<file path="config.mk">
export PLATFORM = sky130hd
export DESIGN_NAME = imp_cal_seq
export DESIGN_NICKNAME = d
export VERILOG_FILES = /design/src/rtl/imp_cal_pkg.sv /design/src/rtl/imp_settle_timer.sv /design/src/rtl/imp_vref_lut.sv /design/src/rtl/imp_cal_seq.sv
export SDC_FILE = /design/constraint.sdc
export NUM_CORES = 1
export LEC_CHECK = 0
export BUFFER_PORTS_ARGS = -buffer_cell sky130_fd_sc_hd__buf_2
export CORE_MARGIN = 2
export CORE_UTILIZATION = 49
export CTS_CLUSTER_SIZE = 8
export DETAILED_ROUTE_END_ITERATION = 7
export PLACE_DENSITY = 0.87
export SYNTH_ARGS = -nofsm -noshare
export SYNTH_HDL_FRONTEND = slang
export SYNTH_HIERARCHICAL = 1
export SYNTH_SLANG_ARGS = --single-unit
</file>
<file path="constraint.sdc">
create_clock -name clk -period 2.1 [get_ports clk]
set_clock_uncertainty 0.1 [all_clocks]
set_input_delay 0.105 -clock clk [delete_from_list [all_inputs] [get_ports clk]]
set_output_delay 0.105 -clock clk [all_outputs]
set_load 0.05 [all_outputs]
</file>
<file path="src/rtl/imp_cal_pkg.sv">
// Shared types for the impedance calibration sequencer.
// The enum value of each leg is also the index of its 5-bit result field.
package imp_cal_pkg;
    typedef enum logic [1:0] {
        LEG_PU_DRV  = 2'd0,
        LEG_PD_DRV  = 2'd1,
        LEG_PU_TERM = 2'd2,
        LEG_PD_TERM = 2'd3
    } leg_e;
    localparam int LEG_COUNT = 4;
    localparam int SEARCHED_LEGS = 3;
endpackage

</file>
<file path="src/rtl/imp_settle_timer.sv">
// Settle window timer.
// Assumes: load_i restarts a window of SETTLE_CYC cycles.
// expire_o is high in the last cycle of the window and stays high until the next load.
module imp_settle_timer #(
    parameter int SETTLE_CYC = 50
) (
    input  logic clk,
    input  logic rst_n,
    input  logic load_i,
    output logic expire_o
);
    localparam int CNT_W = (SETTLE_CYC > 1) ? $clog2(SETTLE_CYC) : 1;
    localparam logic [CNT_W-1:0] LOAD_VAL = CNT_W'(SETTLE_CYC - 1);

    logic [CNT_W-1:0] cnt_q;

    // Reload on request, otherwise count down and rest at zero.
    always_ff @(posedge clk) begin
        if (!rst_n)          cnt_q <= '0;
        else if (load_i)     cnt_q <= LOAD_VAL;
        else if (cnt_q != 0) cnt_q <= cnt_q - 1'b1;
    end

    assign expire_o = (cnt_q == '0);

    assert_timer_range_R1: assert property (@(posedge clk) disable iff (!rst_n)
        cnt_q <= LOAD_VAL);
    assert_timer_reload_R1: assert property (@(posedge clk) disable iff (!rst_n)
        load_i |=> (cnt_q == LOAD_VAL));
endmodule

</file>
<file path="src/rtl/imp_vref_lut.sv">
// Reference voltage select lookup.
// Assumes: leg_i is a searched leg whenever active_i is high.
// The output is 0 when inactive.
module imp_vref_lut import imp_cal_pkg::*; #(
    parameter int VREF_W = 6,
    parameter logic [VREF_W-1:0] PU_OFF = 6'h37,
    parameter logic [VREF_W-1:0] PU_ON  = 6'h3A,
    parameter logic [VREF_W-1:0] PD_DRV = 6'h33,
    parameter logic [VREF_W-1:0] PD_OFF = 6'h37,
    parameter logic [VREF_W-1:0] PD_ON  = 6'h3A
) (
    input  logic              active_i,
    input  logic              odt_i,
    input  leg_e              leg_i,
    output logic [VREF_W-1:0] vref_o
);
    // Pick the code for the current leg and termination mode.
    always_comb begin
        vref_o = '0;
        if (active_i) begin
            unique case (leg_i)
                LEG_PU_DRV:  vref_o = odt_i ? PU_ON : PU_OFF;
                LEG_PD_DRV:  vref_o = PD_DRV;
                LEG_PD_TERM: vref_o = odt_i ? PD_ON : PD_OFF;
                default:     vref_o = '0;
            endcase
        end
    end
endmodule

</file>
<file path="src/rtl/imp_cal_seq.sv">
// Impedance calibration sequencer (top).
// Runs a linear code search on the pull-up drive, pull-down drive and pull-down
// termination legs, in that order, and stores the results per termination mode.
// Assumes: cmp_i is settled by the end of each settle window.
// Assumes: start_i and odt_on_i are synchronous to clk.
module imp_cal_seq import imp_cal_pkg::*; #(
    parameter int SETTLE_CYC = 50,
    parameter int CODE_W     = 5,
    parameter int VREF_W     = 6
) (
    input  logic                          clk,
    input  logic                          rst_n,
    input  logic                          start_i,
    input  logic                          odt_on_i,
    input  logic                          cmp_i,
    output logic [CODE_W-1:0]             pu_code_o,
    output logic [CODE_W-1:0]             pd_code_o,
    output logic                          pu_en_o,
    output logic                          pd_en_o,
    output logic [VREF_W-1:0]             vref_sel_o,
    output logic                          done_o,
    output logic [SEARCHED_LEGS-1:0]      fail_o,
    output logic [LEG_COUNT*CODE_W-1:0]   res_off_o,
    output logic [LEG_COUNT*CODE_W-1:0]   res_on_o
);
    localparam int RES_W = LEG_COUNT * CODE_W;
    localparam logic [CODE_W-1:0] CODE_MAX = '1;

    logic                     busy_q, mode_q, done_q;
    leg_e                     leg_q;
    logic [CODE_W-1:0]        code_q, pu_res_q;
    logic [SEARCHED_LEGS-1:0] fail_q;
    logic [RES_W-1:0]         res_off_q, res_on_q;
    logic                     expire, pass, hit, accept, tmr_load;
    int unsigned              fail_idx, field_base;

    // Pass polarity depends on the leg; a hit ends the leg's search.
    always_comb begin
        pass       = (leg_q == LEG_PU_DRV) ? cmp_i : !cmp_i;
        hit        = pass || (code_q == CODE_MAX);
        accept     = !busy_q && start_i;
        tmr_load   = accept || (busy_q && expire);
        fail_idx   = (leg_q == LEG_PD_TERM) ? 2 : int'(leg_q);
        field_base = int'(leg_q) * CODE_W;
    end

    imp_settle_timer #(.SETTLE_CYC(SETTLE_CYC)) u_timer (
        .clk      (clk),
        .rst_n    (rst_n),
        .load_i   (tmr_load),
        .expire_o (expire)
    );

    imp_vref_lut #(.VREF_W(VREF_W)) u_vref (
        .active_i (busy_q),
        .odt_i    (mode_q),
        .leg_i    (leg_q),
        .vref_o   (vref_sel_o)
    );

    // Sequencer: start capture, code stepping, leg advance and result storage.
    always_ff @(posedge clk) begin
        if (!rst_n) begin
            busy_q    <= 1'b0;
            mode_q    <= 1'b0;
            done_q    <= 1'b0;
            leg_q     <= LEG_PU_DRV;
            code_q    <= '0;
            pu_res_q  <= '0;
            fail_q    <= '0;
            res_off_q <= '0;
            res_on_q  <= '0;
        end else begin
            done_q <= 1'b0;
            if (accept) begin
                busy_q   <= 1'b1;
                mode_q   <= odt_on_i;
                leg_q    <= LEG_PU_DRV;
                code_q   <= '0;
                pu_res_q <= '0;
                fail_q   <= '0;
            end else if (busy_q && expire) begin
                if (hit) begin
                    if (mode_q) res_on_q[field_base +: CODE_W]  <= code_q;
                    else        res_off_q[field_base +: CODE_W] <= code_q;
                    fail_q[fail_idx] <= !pass;
                    code_q <= '0;
                    unique case (leg_q)
                        LEG_PU_DRV: begin
                            pu_res_q <= code_q;
                            leg_q    <= LEG_PD_DRV;
                        end
                        LEG_PD_DRV: leg_q <= LEG_PD_TERM;
                        default: begin
                            busy_q <= 1'b0;
                            done_q <= 1'b1;
                            leg_q  <= LEG_PU_DRV;
                        end
                    endcase
                end else begin
                    code_q <= code_q + 1'b1;
                end
            end
        end
    end

    // Drive the analog controls from the current leg; everything is 0 when idle.
    always_comb begin
        pu_en_o   = busy_q && (leg_q == LEG_PU_DRV);
        pd_en_o   = busy_q && (leg_q == LEG_PD_TERM);
        pu_code_o = !busy_q ? '0 : ((leg_q == LEG_PU_DRV) ? code_q : pu_res_q);
        pd_code_o = (busy_q && (leg_q != LEG_PU_DRV)) ? code_q : '0;
    end

    assign done_o    = done_q;
    assign fail_o    = fail_q;
    assign res_off_o = res_off_q;
    assign res_on_o  = res_on_q;

    assert_code_step_R1: assert property (@(posedge clk) disable iff (!rst_n)
        (busy_q && $past(busy_q) && leg_q == $past(leg_q) && code_q != $past(code_q))
        |-> code_q == $past(code_q) + 1'b1);
    assert_enables_excl_R4: assert property (@(posedge clk) disable iff (!rst_n)
        !(pu_en_o && pd_en_o));
    assert_pu_hold_R5: assert property (@(posedge clk) disable iff (!rst_n)
        (busy_q && leg_q != LEG_PU_DRV) |-> (pu_code_o == res_off_o[CODE_W-1:0] && !mode_q)
                                         || (pu_code_o == res_on_o[CODE_W-1:0] && mode_q));
    assert_term_field_zero_R7: assert property (@(posedge clk) disable iff (!rst_n)
        res_off_o[2*CODE_W +: CODE_W] == '0 && res_on_o[2*CODE_W +: CODE_W] == '0);
    assert_busy_ignores_start_R8: assert property (@(posedge clk) disable iff (!rst_n)
        (busy_q && start_i && !expire) |=> $stable(mode_q) && $stable(leg_q));
    assert_done_pulse_R9: assert property (@(posedge clk) disable iff (!rst_n)
        done_o |=> !done_o);
    assert_idle_quiet_R10: assert property (@(posedge clk) disable iff (!rst_n)
        !busy_q |-> (!pu_en_o && !pd_en_o && pu_code_o == '0 && pd_code_o == '0
                     && vref_sel_o == '0));
endmodule

</file>
### After elaboration in Yosys (flattened, before gate mapping)

Cells that the tools add are included.

| operators by class | value |
|---|---|
| add/sub/neg operators | 3 |
| multiply operators | 1 |
| div/mod/pow operators | 0 |
| magnitude comparators | 2 |
| equality and inequality tests | 4 |
| shifts and indexed selects | 2 |
| muxes and demuxes | 22 |
| bitwise logic cells | 5 |
| reductions and logical operators | 27 |

Operators with widths:

| kind | number |
|---|---|
| bitwise mux 20 bit | 2 |
| negation 5 -> 34 bit | 1 |
| variable shift 5 x 34 -> 20 bit (first input constant) | 1 |
| indexed part select 5 x 34 -> 20 bit | 1 |
| two-way mux 5 bit | 4 |
| two-way mux 6 bit | 3 |
| one-hot mux 6 bit (2 select lines) | 1 |
| AND reduction 4 bit | 2 |
| nonzero test 2 bit | 4 |
| OR reduction 2 bit | 4 |
| two-way mux 1 bit | 7 |
| logical AND 1 bit | 6 |
| zero test 6 bit | 1 |
| nonzero test 6 bit | 1 |
| subtractor 6 x 1 -> 6 bit (second input constant) | 1 |
| adder 5 x 1 -> 5 bit (second input constant) | 1 |
| equality test 5 bit (second input constant) | 1 |
| multiplier 2 x 3 -> 5 bit (second input constant) | 1 |
| inverter 1 bit | 5 |
| two-way mux 4 bit | 1 |
| one-hot mux 2 bit (2 select lines) | 1 |
| OR reduction 4 bit | 1 |
| bitwise mux 3 bit | 1 |
| zero test 1 bit | 3 |
| other kinds (11) | 12 |

| storage, ports and cells | value |
|---|---|
| bits in registers | 64 |
| bits in latches | 0 |
| bits in writable memories | 0 |
| memory bits (read-only) | 0 |
| bits of input ports | 5 |
| output and inout port bits | 62 |
| memories kept | 0 |

### Longest topological paths before layout

Gate-level depths: netlist (run 1).

| depth | value |
|---|---|
| depth in word-level cells | 7 |
| mapped depth | 10 |

### By module

The synthesis (run 1) kept the hierarchy.

By module, submodules not included:

| module | times used | cells an instance | area an instance (um2) | sequential area each (um2) |
|---|---|---|---|---|
| imp_cal_seq | 1 | 273 | 2651.3 | 1161.1 |
| imp_settle_timer | 1 | 37 | 325.3 | 120.1 |
| imp_vref_lut | 1 | 12 | 83.8 | 0.0 |

### Worst setup path before layout (run 1)

No wires, ideal clock.

| path | value |
|---|---|
| path kind | register to output |
| from | register leg_q[0] |
| to | output pu_code_o[2] |
| arrival | 2.037 ns |
| required time | 1.895 ns |
| slack | -0.142 ns |
| cell stages (with the launch flop) | 7 |
| cell sequence | dfxtp_1 -> clkbuf_1 -> inv_1 -> ha_1 -> buf_4 -> mux2i_1 -> nor2b_1 |

| between the ends | value |
|---|---|
| word-level cells in the longest chain between the ends | 3 |

Ends and longest elaborated chain:

| item | line | RTL |
|---|---|---|
| from (decl) | imp_cal_seq.sv:30 | `leg_e leg_q;` |
| from (signal assigned) | imp_cal_seq.sv:67 | `leg_q <= LEG_PU_DRV;` |
| from (signal assigned) | imp_cal_seq.sv:78 | `leg_q <= LEG_PU_DRV;` |
| from (signal assigned) | imp_cal_seq.sv:91 | `leg_q <= LEG_PD_DRV;` |
| zero test 2 bit | imp_cal_seq.sv:111 | `pu_code_o = !busy_q ? '0 : ((leg_q == LEG_PU_DRV) ? code_q : pu_res_q);` |
| two-way mux 5 bit | - |  |
| two-way mux 5 bit | imp_cal_seq.sv:111 |  |
| to (decl) | imp_cal_seq.sv:16 | `output logic [CODE_W-1:0] pu_code_o,` |

Every way passes these cells.

### Worst setup path after layout (run 1)

| path | value |
|---|---|
| from | register u_timer.cnt_q[1] |
| to | register done_q, in the netlist done_o |

| between the ends | value |
|---|---|
| word-level cells in the longest chain between the ends | 4 |

Ends and longest elaborated chain:

| item | line | RTL |
|---|---|---|
| from (decl) | imp_settle_timer.sv:15 | `logic [CNT_W-1:0] cnt_q;` |
| from (signal assigned) | imp_settle_timer.sv:21 | `else if (cnt_q != 0) cnt_q <= cnt_q - 1'b1;` |
| zero test 6 bit | imp_settle_timer.sv:24 | `assign expire_o = (cnt_q == '0);` |
| via expire | imp_cal_seq.sv:34 | `logic expire, pass, hit, accept, tmr_load;` |
| logical AND 1 bit | imp_cal_seq.sv:82 | `end else if (busy_q && expire) begin` |
| inverter 1 bit (no source line) | - |  |
| OR reduction 4 bit (no source line) | - |  |
| to (signal assigned) | imp_cal_seq.sv:66 | `done_q <= 1'b0;` |
| to (signal assigned) | imp_cal_seq.sv:74 | `done_q <= 1'b0;` |
| to (signal assigned) | imp_cal_seq.sv:96 | `done_q <= 1'b1;` |
| to (decl) | imp_cal_seq.sv:29 | `logic busy_q, mode_q, done_q;` |

The timed path passes the listed nets, and every way through them passes these cells.
A chain may end at the register's enable or synchronous reset.

==> metrics.csv, run 1 <==
stage,metric,value,unit
worst_setup_path,crit_path_start_kind,flip-flop,
worst_setup_path,path_common_cell,buf_4,
detailed_routing,num_vias,2714,
final_layout,fin_util,66.6,%
synth,ys_warn_count,6,
clock_tree,clock_sinks,64,
floorplanning,initial_core_util,51.1,%
final_layout,layout_common_cells,"63 x dfxtp_1, 61 x buf_2, 60 x nand2_1",
sta,slew-limit-headroom,62.4,%
min_path,hp-class,in -> reg,
power_and_ir_drop,power_leakage,1.86,nW
detailed_routing,top_layer_used,met4,
sta,fin_crit,2.09,ns
synth,synth_ff_type,dfxtp_1,
detailed_routing,wirelength,8.10,mm
global_route,grt_overflow_total,0,
worst_setup_path,crit_type,reg -> reg,
clock_tree,cts.htree.levels,3,
sta,fmax,478,MHz
worst_setup_path,reg2reg_slack,0.009,ns
power_and_ir_drop,power_density,880,nW/um^2
final_layout,area_growth,30.3,%
synth,syn_avg_cell_area,9.50,um^2
clock_tree,clkTransAtPathRegs,0.07,ns
worst_setup_path,crit_chain,"inv_1, ha_4, nor2b_4, nand2_1, inv_2, buf_4, nand2_2, a2111oi_4, buf_4, nor2b_1",
global_route,grt_max_degree,36,
clock_tree,clk_latency,0.34,ns
worst_setup_path,cpLargestDelayFamily,buffers and inverters,
sta,setup-tns-final,0,ns
clock_tree,cts_buffers,9,
final_layout,final_nets,416,
global_route,grt_pass1_wl,13.0,mm
synth,synthCells,322,
detailed_routing,first_iter_violations,241,
detailed_routing,wl_met3,507,um
power_and_ir_drop,finalPower,3.51,mW
placed_design,place_congestion,0.898,
floorplanning,rows,28,
detailed_routing,avgRoutedWirePerCell,17.0,um
detailed_routing,drc_errors,0,
worst_setup_path,crit_start,u_timer/cnt_q[1]$_SDFFE_PP0N_,
sta,hold_viol,0,
worst_setup_path,cpMaxStageDelayCell,a2111oi_4,
synth,synth_cell_types,47,
detailed_routing,m1WireLength,3.46,mm
floorplanning,die_x,83.0,um
worst_setup_path,crit_fanout,5,
detailed_routing,dr_wl_met2,3.90,mm
detailed_routing,drtAntennaViolNets,0,
sta,setup-violations-final,0,
sta,period_share,99.6,%
detailed_routing,firstDrtPassIters,4,
synth,synthArstFlopShare,0,%
global_route,first_global_vias,2689,
worst_setup_path,cpPeakStageDelay,0.36,ns
final_layout,layout-drive-gt1-share,33.6,%
clock_tree,cts_tree,built,
floorplanning,core_area,5990,um^2
synth,seq_area_frac_synth,41.9,%
clock_tree,root_buffer,clkbuf_8,
clock_tree,clockBufferDepth,2,
worst_setup_path,path_buf_inv,4,
sta,setup_ws,0.00891,ns
global_route,gr-usage-all-layers,23.4,%
final_layout,n_antenna_cell,0,
placed_design,place_ws,-0.0939,ns
detailed_routing,vias_per_cell,5.69,
placed_design,io_buffers,66,
global_route,grt_antenna_before_repair,0,
worst_setup_path,r2r_start,u_timer/cnt_q[1]$_SDFFE_PP0N_,
final_layout,fillers,406,
synth,synth_edf_count,0,
final_layout,layout_commonest_cell,dfxtp_1,
worst_setup_path,arrival,2.26,ns
synth,netlist_top_cells_area,"dfxtp_1 42%, mux2i_1 14%, nand2_1 7.6%",
placed_design,dp_hpwl,5.32,mm
synth,synth_top_area_share,41.9,%
worst_setup_path,critical_path.endpoint,done_o$_SDFF_PP0_,
synth,synth_area,3060,um^2
flow_run,cap_violations,0,
worst_setup_path,path_depth,10,
sta,max_slew.worst_pin.slew,0.563,ns
worst_setup_path,reg2reg_depth,10,
synth,syn-num-nets,339,
run_status,status,finished clean,
synth,yosys.area.top_type,dfxtp_1,
floorplanning,die_area,6890,um^2
synth,ys_ff_latch,64,
worst_setup_path,worstReg2RegEnd,done_o$_SDFF_PP0_,
sta,slew_violations,0,
worst_setup_path,cp-end-kind,flip-flop,
power_and_ir_drop,ir_worst_vdd,0.000547,V
floorplanning,io_pins,67,
worst_setup_path,required,2.27,ns
floorplanning,die_h,83.0,um
worst min path at each step:
| stage | end | slack [ns] | startpoint | depth (start not counted) |
|---|---|---|---|---|
| floorplan | u_timer/cnt_q[4]$_SDFFE_PN0P_ | 0.14 | rst_n | 1 |
| global placement | mode_q$_SDFFE_PN0P_ | 0.28 | odt_on_i | 3 |
| detailed placement | mode_q$_SDFFE_PN0P_ | 0.29 | odt_on_i | 3 |
| CTS | busy_q$_SDFFE_PN0P_ | 0.14 | cmp_i | 4 |
| global route | res_off_o[15]$_SDFFE_PN0P_ | 0.17 | rst_n | 4 |
| finish | res_off_o[15]$_SDFFE_PN0P_ | 0.18 | rst_n | 4 |
cell families (layout without fill, tap and decap cells):
family,count (synthesis),count (layout),synth area share (%)
xor gates and xnor gates,5,5,1.68
buffers and inverters,32,112,4.87
AOI/OAI and AO/OA,41,41,12.5
DFF,64,64,41.9
adders and majority gates,12,12,4.91
muxes,44,44,14.4
and+or+nand+nor,124,124,19.8
registers in the layout, indices dropped and copies added (netlist names):
signal,flops
res_off_o,20
res_on_o,20
u_timer/cnt_q,6
code_q,5
pu_res_q,5
fail_o,3
leg_q,2
busy_q,1
done_o,1
mode_q,1
metrics by stage:
stage	instances	hold WS (ns)	instance area, um^2
6_report	477	0.177	3990
5_1_grt	477	0.170	3990
4_1_cts	476	0.144	3900
3_5_place_dp	460	0.285	3550
3_3_place_gp	460	0.282	3550
2_1_floorplan	322	0.136	3070
routing by layer:
| metal | vias up | track usage [%] |
|---|---|---|
| met5 | - | 0 |
| met4 | 0 | 14.2 |
| met3 | 20 | 4.87 |
| met2 | 121 | 38.0 |
| met1 | 1293 | 28.3 |
| li1 | 1280 | - |
worst min-delay path, delay by kind of cell:
kind | cells | cell delay [ns]
buf+inv | 1 | 0.14
mux | 1 | 0.07
simple gates | 2 | 0.26
synth_stat cells, types with 4 or more instances:
library cell	number
ha_1	12
inv_1	10
o2111ai_2	4
nor3_1	10
o21ai_0	4
buf_4	5
mux2i_1	44
nor2_1	10
and2_1	8
clkbuf_1	13
o22ai_1	10
nor2b_1	11
dfxtp_1	64
nand2_1	62
nand3_1	6
final cells by class:
| type | count | area (um^2) | area share [%] |
|---|---|---|---|
| Clock buffer | 11 | 151 | 3.80 |
| Sequential cell | 64 | 1280 | 32.2 |
| Timing Repair Buffer | 88 | 538 | 13.5 |
| Clock inverter | 3 | 90.1 | 2.26 |
| Multi-Input combinational cell | 226 | 1790 | 45.0 |
| Tap cell | 75 | 93.8 | 2.35 |
| Inverter | 10 | 37.5 | 0.941 |
where the power goes:
group	internal, mW	switching (mW)
registers	1.28	0.0821
logic	0.346	0.510
clock network	0.840	0.454
repair_timing:
action | CTS | global route
setup endpoints to repair | 48 | 64
pin swaps | 1 | 1
setup buffers | 0 | 1
gates resized for setup | 19 | 12
hold buffers | 2 | 0
endpoints found under the hold margin | 2 | 0
Power figures use the tool's default switching activity.
==> inputs of run 2 (changes only) <==
--- a/config.mk
+++ b/config.mk
@@ -6,11 +6,13 @@
 export NUM_CORES = 1
 export LEC_CHECK = 0
 export BUFFER_PORTS_ARGS = -buffer_cell sky130_fd_sc_hd__buf_2
+export CELL_PAD_IN_SITES_DETAIL_PLACEMENT = 2
+export CELL_PAD_IN_SITES_GLOBAL_PLACEMENT = 2
 export CORE_MARGIN = 2
-export CORE_UTILIZATION = 49
+export CORE_UTILIZATION = 33
 export CTS_CLUSTER_SIZE = 8
 export DETAILED_ROUTE_END_ITERATION = 7
-export PLACE_DENSITY = 0.87
+export PLACE_DENSITY = 0.9
 export SYNTH_ARGS = -nofsm -noshare
 export SYNTH_HDL_FRONTEND = slang
 export SYNTH_HIERARCHICAL = 1
==> constraint.sdc (replaced) <==
create_clock -name clk -period 2.26 [get_ports clk]
set_clock_uncertainty 0.1 [all_clocks]
set_input_delay 0.113 -clock clk [delete_from_list [all_inputs] [get_ports clk]]
set_output_delay 0.113 -clock clk [all_outputs]
set_load 0.05 [all_outputs]
==> metrics.csv, run 2 (synthesis results as in run 1) <==
stage,metric,value,unit,change
placed_design,io_buffers,66,,unchanged
global_route,grt_max_degree,34,,was 36
worst_setup_path,crit_path_start_kind,flip-flop,,unchanged
clock_tree,clock_sinks,64,,unchanged
flow_run,cap_violations,0,,unchanged
clock_tree,clkTransAtPathRegs,0.08,ns,was 0.07 ns
floorplanning,die_x,100,um,was 83.0 um
worst_setup_path,reg2reg_depth,9,,was 10
global_route,first_global_vias,3305,,was 2689
worst_setup_path,required,2.05,ns,was 2.27 ns
min_path,min_from,rst_n,,unchanged
floorplanning,rows,35,,was 28
clock_tree,cts_buffers,9,,unchanged
placed_design,place_area,3580,um^2,was 3550 um^2
sta,fmax,438,MHz,
detailed_routing,vias_per_cell,5.57,,was 5.69
final_layout,layout_commonest_cell,buf_2,,was dfxtp_1
power_and_ir_drop,power_leakage,1.84,nW,was 1.86 nW
run_status,status,finished with violations,,was finished clean
min_path,holdPathStages,3,,was 4
worst_setup_path,worstReg2RegEnd,res_on_o[14]$_SDFFE_PN0P_,,was done_o$_SDFF_PP0_
detailed_routing,drtAntennaViolNets,0,,unchanged
placed_design,place_inst,495,,was 460
final_layout,area_growth,30.5,%,was 30.3%
sta,setup-violations-final,2,,was 0
worst_setup_path,cp-end-kind,primary output,,was flip-flop
final_layout,final_cell_area,3990,um^2,about the same
placed_design,place_congestion,0.787,,was 0.898
worst_setup_path,arrival,2.07,ns,was 2.26 ns
final_layout,layout_common_cells,"64 x buf_2, 63 x dfxtp_1, 58 x nand2_1",,"was 63 x dfxtp_1, 61 x buf_2, 60 x nand2_1"
final_layout,layout-drive-gt1-share,34.9,%,was 33.6%
sta,max_slew.worst_pin.slew,0.643,ns,was 0.563 ns
final_layout,fillers,995,,was 406
power_and_ir_drop,power_density,826,nW/um^2,was 880 nW/um^2
clock_tree,root_buffer,clkbuf_8,,unchanged
detailed_routing,avgRoutedWirePerCell,25.4,um,was 17.0 um
sta,slew_violations,0,,unchanged
clock_tree,clk_latency,0.36,ns,was 0.34 ns
power_and_ir_drop,finalPower,3.30,mW,was 3.51 mW
detailed_routing,wirelength,13.1,mm,was 8.10 mm
sta,period_share,101,%,
worst_setup_path,reg2reg_slack,0.10,ns,was 0.009 ns
detailed_routing,firstDrtPassIters,4,,unchanged
global_route,grt_overflow_total,0,,unchanged
worst_setup_path,crit_fanout,9,,was 5
global_route,grt_pass1_wl,19.1,mm,was 13.0 mm
global_route,gr-usage-all-layers,25.2,%,was 23.4%
clock_tree,cts.htree.levels,3,,unchanged
global_route,grt_antenna_before_repair,0,,unchanged
clock_tree,cts_tree,built,,unchanged
sta,hold_viol,0,,unchanged
detailed_routing,num_vias,2868,,was 2714
final_layout,final_nets,417,,was 416
run_status,violations,negative setup slack,,
final_layout,instances_no_fill,515,,was 477
power_and_ir_drop,ir_worst_vdd,0.000387,V,was 0.000547 V
floorplanning,initial_core_util,33.6,%,was 51.1%
floorplanning,io_pins,67,,unchanged
floorplanning,die_area,10100,um^2,was 6890 um^2
floorplanning,core_area,9110,um^2,was 5990 um^2
detailed_routing,drc_errors,0,,unchanged
sta,rsz0062_at_grt,yes,,
final_layout,n_antenna_cell,0,,unchanged
floorplanning,die_h,100,um,was 83.0 um
worst_setup_path,crit_type,reg -> out,,was reg -> reg
min_path,hold_end,res_off_o[18]$_SDFFE_PN0P_,,was res_off_o[15]$_SDFFE_PN0P_
min_path,hp-class,in -> reg,,unchanged
worst_setup_path,r2r_start,u_timer/cnt_q[1]$_SDFFE_PP0N_,,unchanged
clock_tree,clockBufferDepth,2,,unchanged
sta,fin_crit,2.28,ns,
sta,slew-limit-headroom,57.1,%,was 62.4%
sta,setup_ws,-0.0206,ns,was 0.00891 ns
placed_design,dp_hpwl,7.55,mm,was 5.32 mm
detailed_routing,first_iter_violations,172,,was 241
-- run 2: how the worst max path moves through the flow --
stage / from / to / slack (ns) / depth (start not counted)
2_1_floorplan: leg_q[0]$_SDFFE_PP0P_ / pu_code_o[2] / 0.01 / 6
3_3_place_gp: u_timer/cnt_q[1]$_SDFFE_PP0N_ / res_on_o[6]$_SDFFE_PN0P_ / 0.18 / 9
3_5_place_dp: u_timer/cnt_q[1]$_SDFFE_PP0N_ / res_on_o[3]$_SDFFE_PN0P_ / -0.11 / 9
4_1_cts: u_timer/cnt_q[3]$_SDFFE_PP0N_ / res_off_o[12]$_SDFFE_PN0P_ / 0.001 / 7
5_1_grt: leg_q[1]$_SDFFE_PP0P_ / pu_code_o[4] / -0.09 / 6
6_report: leg_q[1]$_SDFFE_PP0P_ / pu_code_o[4] / -0.02 / 6
-- run 2: metrics by stage --
step / utilization (%) / TNS (ns) / hold WS (ns) / setup WS, ns
2_1_floorplan: - / 0 / 0.144 / 0.00952
3_3_place_gp: 39.3 / 0 / 0.289 / 0.177
3_5_place_dp: 39.3 / -2.34 / 0.303 / -0.112
4_1_cts: 42.4 / 0 / 0.0169 / 0.00100
5_1_grt: 43.8 / -0.207 / 0.0604 / -0.0921
6_report: 43.8 / -0.0296 / 0.0588 / -0.0206
-- run 2: layer usage --
metal | track usage (%) | part of all wire (%) | vias to the layer above
met5 | 0 | 0 | -
li1 | - | - | 1276
met3 | 5.22 | 4.9 | 34
met2 | 43.7 | 52 | 101
met1 | 30.1 | 40 | 1457
met4 | 11.1 | 2.8 | 0
-- run 2: cell type report --
type	count	area, um^2	area share (%)
clock inverter	6	85.1	2.13
inverter	10	37.5	0.940
sequential	64	1280	32.1
tap	111	139	3.48
timing repair buffer	89	559	14.0
multi-input combinational	226	1770	44.2
clock buffer	9	124	3.10
-- run 2: critical path: stages (launching register included) --
cell and delay (ns):
dfxtp_1 0.33, inv_1 0.18, ha_4 0.27, buf_4 0.24, mux2i_1 0.12, nor2b_1 0.28
buf_4 0.26
-- run 2: timing repair --
item                                    4_1_cts  5_1_grt
cloned                                        0        1
endpoints found under the setup margin       65       67
hold buffers                                  2        0
gates resized for setup                      10       26
hold endpoints to repair                      2        0
pin swaps                                     1        1
setup buffers                                 2        0
-- run 2: where the power goes --
part / internal [mW] / leakage, nW / switching (mW) / total (mW)
Clock: 0.611 / 0.101 / 0.493 / 1.10
Combinational: 0.351 / 1.22 / 0.581 / 0.931
Sequential: 1.18 / 0.518 / 0.0800 / 1.26
Total: 2.15 / 1.84 / 1.15 / 3.30
==> inputs of run 3 (changes only) <==
==> constraint.sdc (replaced) <==
create_clock -name clk -period 2.1 [get_ports clk]
set_clock_uncertainty 0.1 [all_clocks]
set_input_delay 0.105 -clock clk [delete_from_list [all_inputs] [get_ports clk]]
set_output_delay 0.105 -clock clk [all_outputs]
set_load 0.05 [all_outputs]
==> metrics.csv, run 3 (synthesis results as in run 1) <==
stage,metric,value,unit,change
run_status,status,finished clean,,was finished with violations
global_route,grt_overflow_total,0,,unchanged
placed_design,place_ws,-0.164,ns,was -0.112 ns
power_and_ir_drop,switchingPower,1.29,mW,was 1.15 mW
power_and_ir_drop,pwr-share-clk,31.5,%,was 33.5%
power_and_ir_drop,power_frac_comb,30.4,%,was 28.2%
detailed_routing,firstDrtPassIters,4,,unchanged
global_route,grt_pass1_wl,17.2,mm,was 19.1 mm
clock_tree,clock_sinks,64,,unchanged
global_route,first_global_vias,3099,,was 3305
worst_setup_path,crit_path_start_kind,flip-flop,,unchanged
sta,slew_violations,0,,unchanged
detailed_routing,first_iter_violations,92,,was 172
floorplanning,die_x,100,um,unchanged
power_and_ir_drop,power_leakage,1.89,nW,was 1.84 nW
placed_design,place_area,3670,um^2,was 3580 um^2
global_route,gr-usage-all-layers,22.8,%,was 25.2%
power_and_ir_drop,finalPower,3.56,mW,was 3.30 mW
detailed_routing,drtAntennaViolNets,0,,unchanged
min_path,hp-class,in -> reg,,unchanged
final_layout,layout.area.seq,1280,um^2,unchanged
final_layout,area_growth,35.6,%,was 30.5%
global_route,grt_antenna_before_repair,0,,unchanged
sta,slew-limit-headroom,66.1,%,was 57.1%
worst_setup_path,cp-end-kind,flip-flop,,was primary output
floorplanning,initial_core_util,33.6,%,unchanged
power_and_ir_drop,p_sw_share,36.2,%,was 35.0%
floorplanning,core_area,9110,um^2,unchanged
sta,hold_viol,0,,unchanged
detailed_routing,avgRoutedWirePerCell,24.2,um,was 25.4 um
power_and_ir_drop,p_int,2.27,mW,was 2.15 mW
clock_tree,clkTransAtPathRegs,0.08,ns,about the same
sta,setup-tns-final,0,ns,was -0.0296 ns
floorplanning,die_h,100,um,unchanged
power_and_ir_drop,ir_worst_vdd,0.000400,V,was 0.000387 V
floorplanning,io_pins,67,,unchanged
sta,rsz0062_at_grt,yes,,unchanged
clock_tree,clk_latency,0.37,ns,was 0.36 ns
detailed_routing,wirelength,12.7,mm,was 13.1 mm
sta,fin_crit,2.08,ns,
detailed_routing,vias_per_cell,5.49,,was 5.57
worst_setup_path,arrival,2.29,ns,was 2.07 ns
clock_tree,root_buffer,clkbuf_8,,unchanged
sta,setup_ws,0.0161,ns,was -0.0206 ns
final_layout,layout_commonest_cell,dfxtp_1,,was buf_2
sta,fmax,480,MHz,
floorplanning,rows,35,,unchanged
floorplanning,die_area,10100,um^2,unchanged
final_layout,layout_common_cells,"63 x dfxtp_1, 61 x buf_2, 58 x nand2_1",,"was 64 x buf_2, 63 x dfxtp_1, 58 x nand2_1"
worst_setup_path,crit_fanout,6,,was 9
clock_tree,cts_buffers,9,,unchanged
placed_design,io_buffers,66,,unchanged
clock_tree,cts_tree,built,,unchanged
power_and_ir_drop,p_seq_share,38.1,%,was 38.3%
final_layout,final_cell_area,4150,um^2,was 3990 um^2
sta,setup-violations-final,0,,was 2
final_layout,final_nets,427,,was 417
global_route,grt_max_degree,25,,was 34
placed_design,place_congestion,0.815,,was 0.787
sta,max_slew.worst_pin.slew,0.508,ns,was 0.643 ns
final_layout,layout-drive-gt1-share,37.8,%,was 34.9%
final_layout,multi_input_area,1850,um^2,was 1770 um^2
clock_tree,cts.htree.levels,3,,unchanged
power_and_ir_drop,power_density,859,nW/um^2,was 826 nW/um^2
final_layout,n_antenna_cell,0,,unchanged
sta,period_share,99.2,%,
final_layout,fillers,987,,was 995
worst_setup_path,crit_type,reg -> reg,,was reg -> out
detailed_routing,drc_errors,0,,unchanged
clock_tree,clockBufferDepth,2,,unchanged
worst_setup_path,required,2.30,ns,was 2.05 ns
flow_run,cap_violations,0,,unchanged
placed_design,dp_hpwl,7.75,mm,was 7.55 mm
detailed_routing,num_vias,2886,,was 2868
[run 3: worst paths after layout]
kind	startpoint	endpoint	slack (ns)	cells after the start
max	code_q[0]$_SDFFE_PP0N_	done_o$_SDFF_PP0_	0.02	8
min	rst_n	res_off_o[8]$_SDFFE_PN0P_	0.12	3
min reg2reg	res_off_o[5]$_SDFFE_PN0P_	res_off_o[5]$_SDFFE_PN0P_	0.37	2
max reg2reg	code_q[0]$_SDFFE_PP0N_	done_o$_SDFF_PP0_	0.02	8
[run 3: what timing repair did]
item	in CTS	in global routing
endpoints found under the setup margin	61	63
pin swaps	1	2
hold buffers	2	0
setup buffers	0	3
endpoints found under the hold margin	2	0
gates resized for setup	19	33
[run 3: power by group through the flow]
stage | Sequential (mW) | Clock, mW | Combinational (mW)
6_report | 1.36 | 1.12 | 1.08
5_1_grt | 1.36 | 1.18 | 1.13
3_3_place_gp | 1.36 | 0 | 0.782
2_1_floorplan | 1.36 | 0 | 0.526
3_5_place_dp | 1.37 | 0 | 0.841
4_1_cts | 1.35 | 1.12 | 0.902
[run 3: per-layer routing]
metal / part of all wire [%] / up-vias / GRT usage (%)
met5: 0 / - / 0
met2: 53 / 91 / 41.7
met1: 41 / 1470 / 26.5
met3: 3.1 / 25 / 3.69
li1: - / 1300 / -
met4: 3.1 / 0 / 8.75
[run 3: stage by stage]
| stage | cells | hold slack [ns] | utilization, % |
|---|---|---|---|
| global route | 526 | 0.132 | 45.5 |
| finish | 526 | 0.115 | 45.5 |
| floorplan | 322 | 0.136 | - |
| CTS | 523 | 0.0819 | 43.3 |
| detailed placement | 505 | 0.300 | 40.2 |
| global placement | 505 | 0.278 | 40.2 |
[run 3: area by class of cell]
| class | instances | area share, % |
|---|---|---|
| inverters | 10 | 0.905 |
| flip-flops and latches | 64 | 30.9 |
| repair buffers | 99 | 15.6 |
| multi-input cells | 226 | 44.5 |
| clock inverters | 7 | 1.72 |
| well taps | 111 | 3.35 |
| clock buffers | 9 | 2.99 |
[run 3: critical path, stage by stage (launching register included)]
cell       delay, ns
dfxtp_1         0.36
ha_2            0.22
and3_4          0.20
ha_4            0.14
buf_4           0.14
inv_1           0.10
a2111oi_4       0.42
buf_4           0.20
nor2b_1         0.13
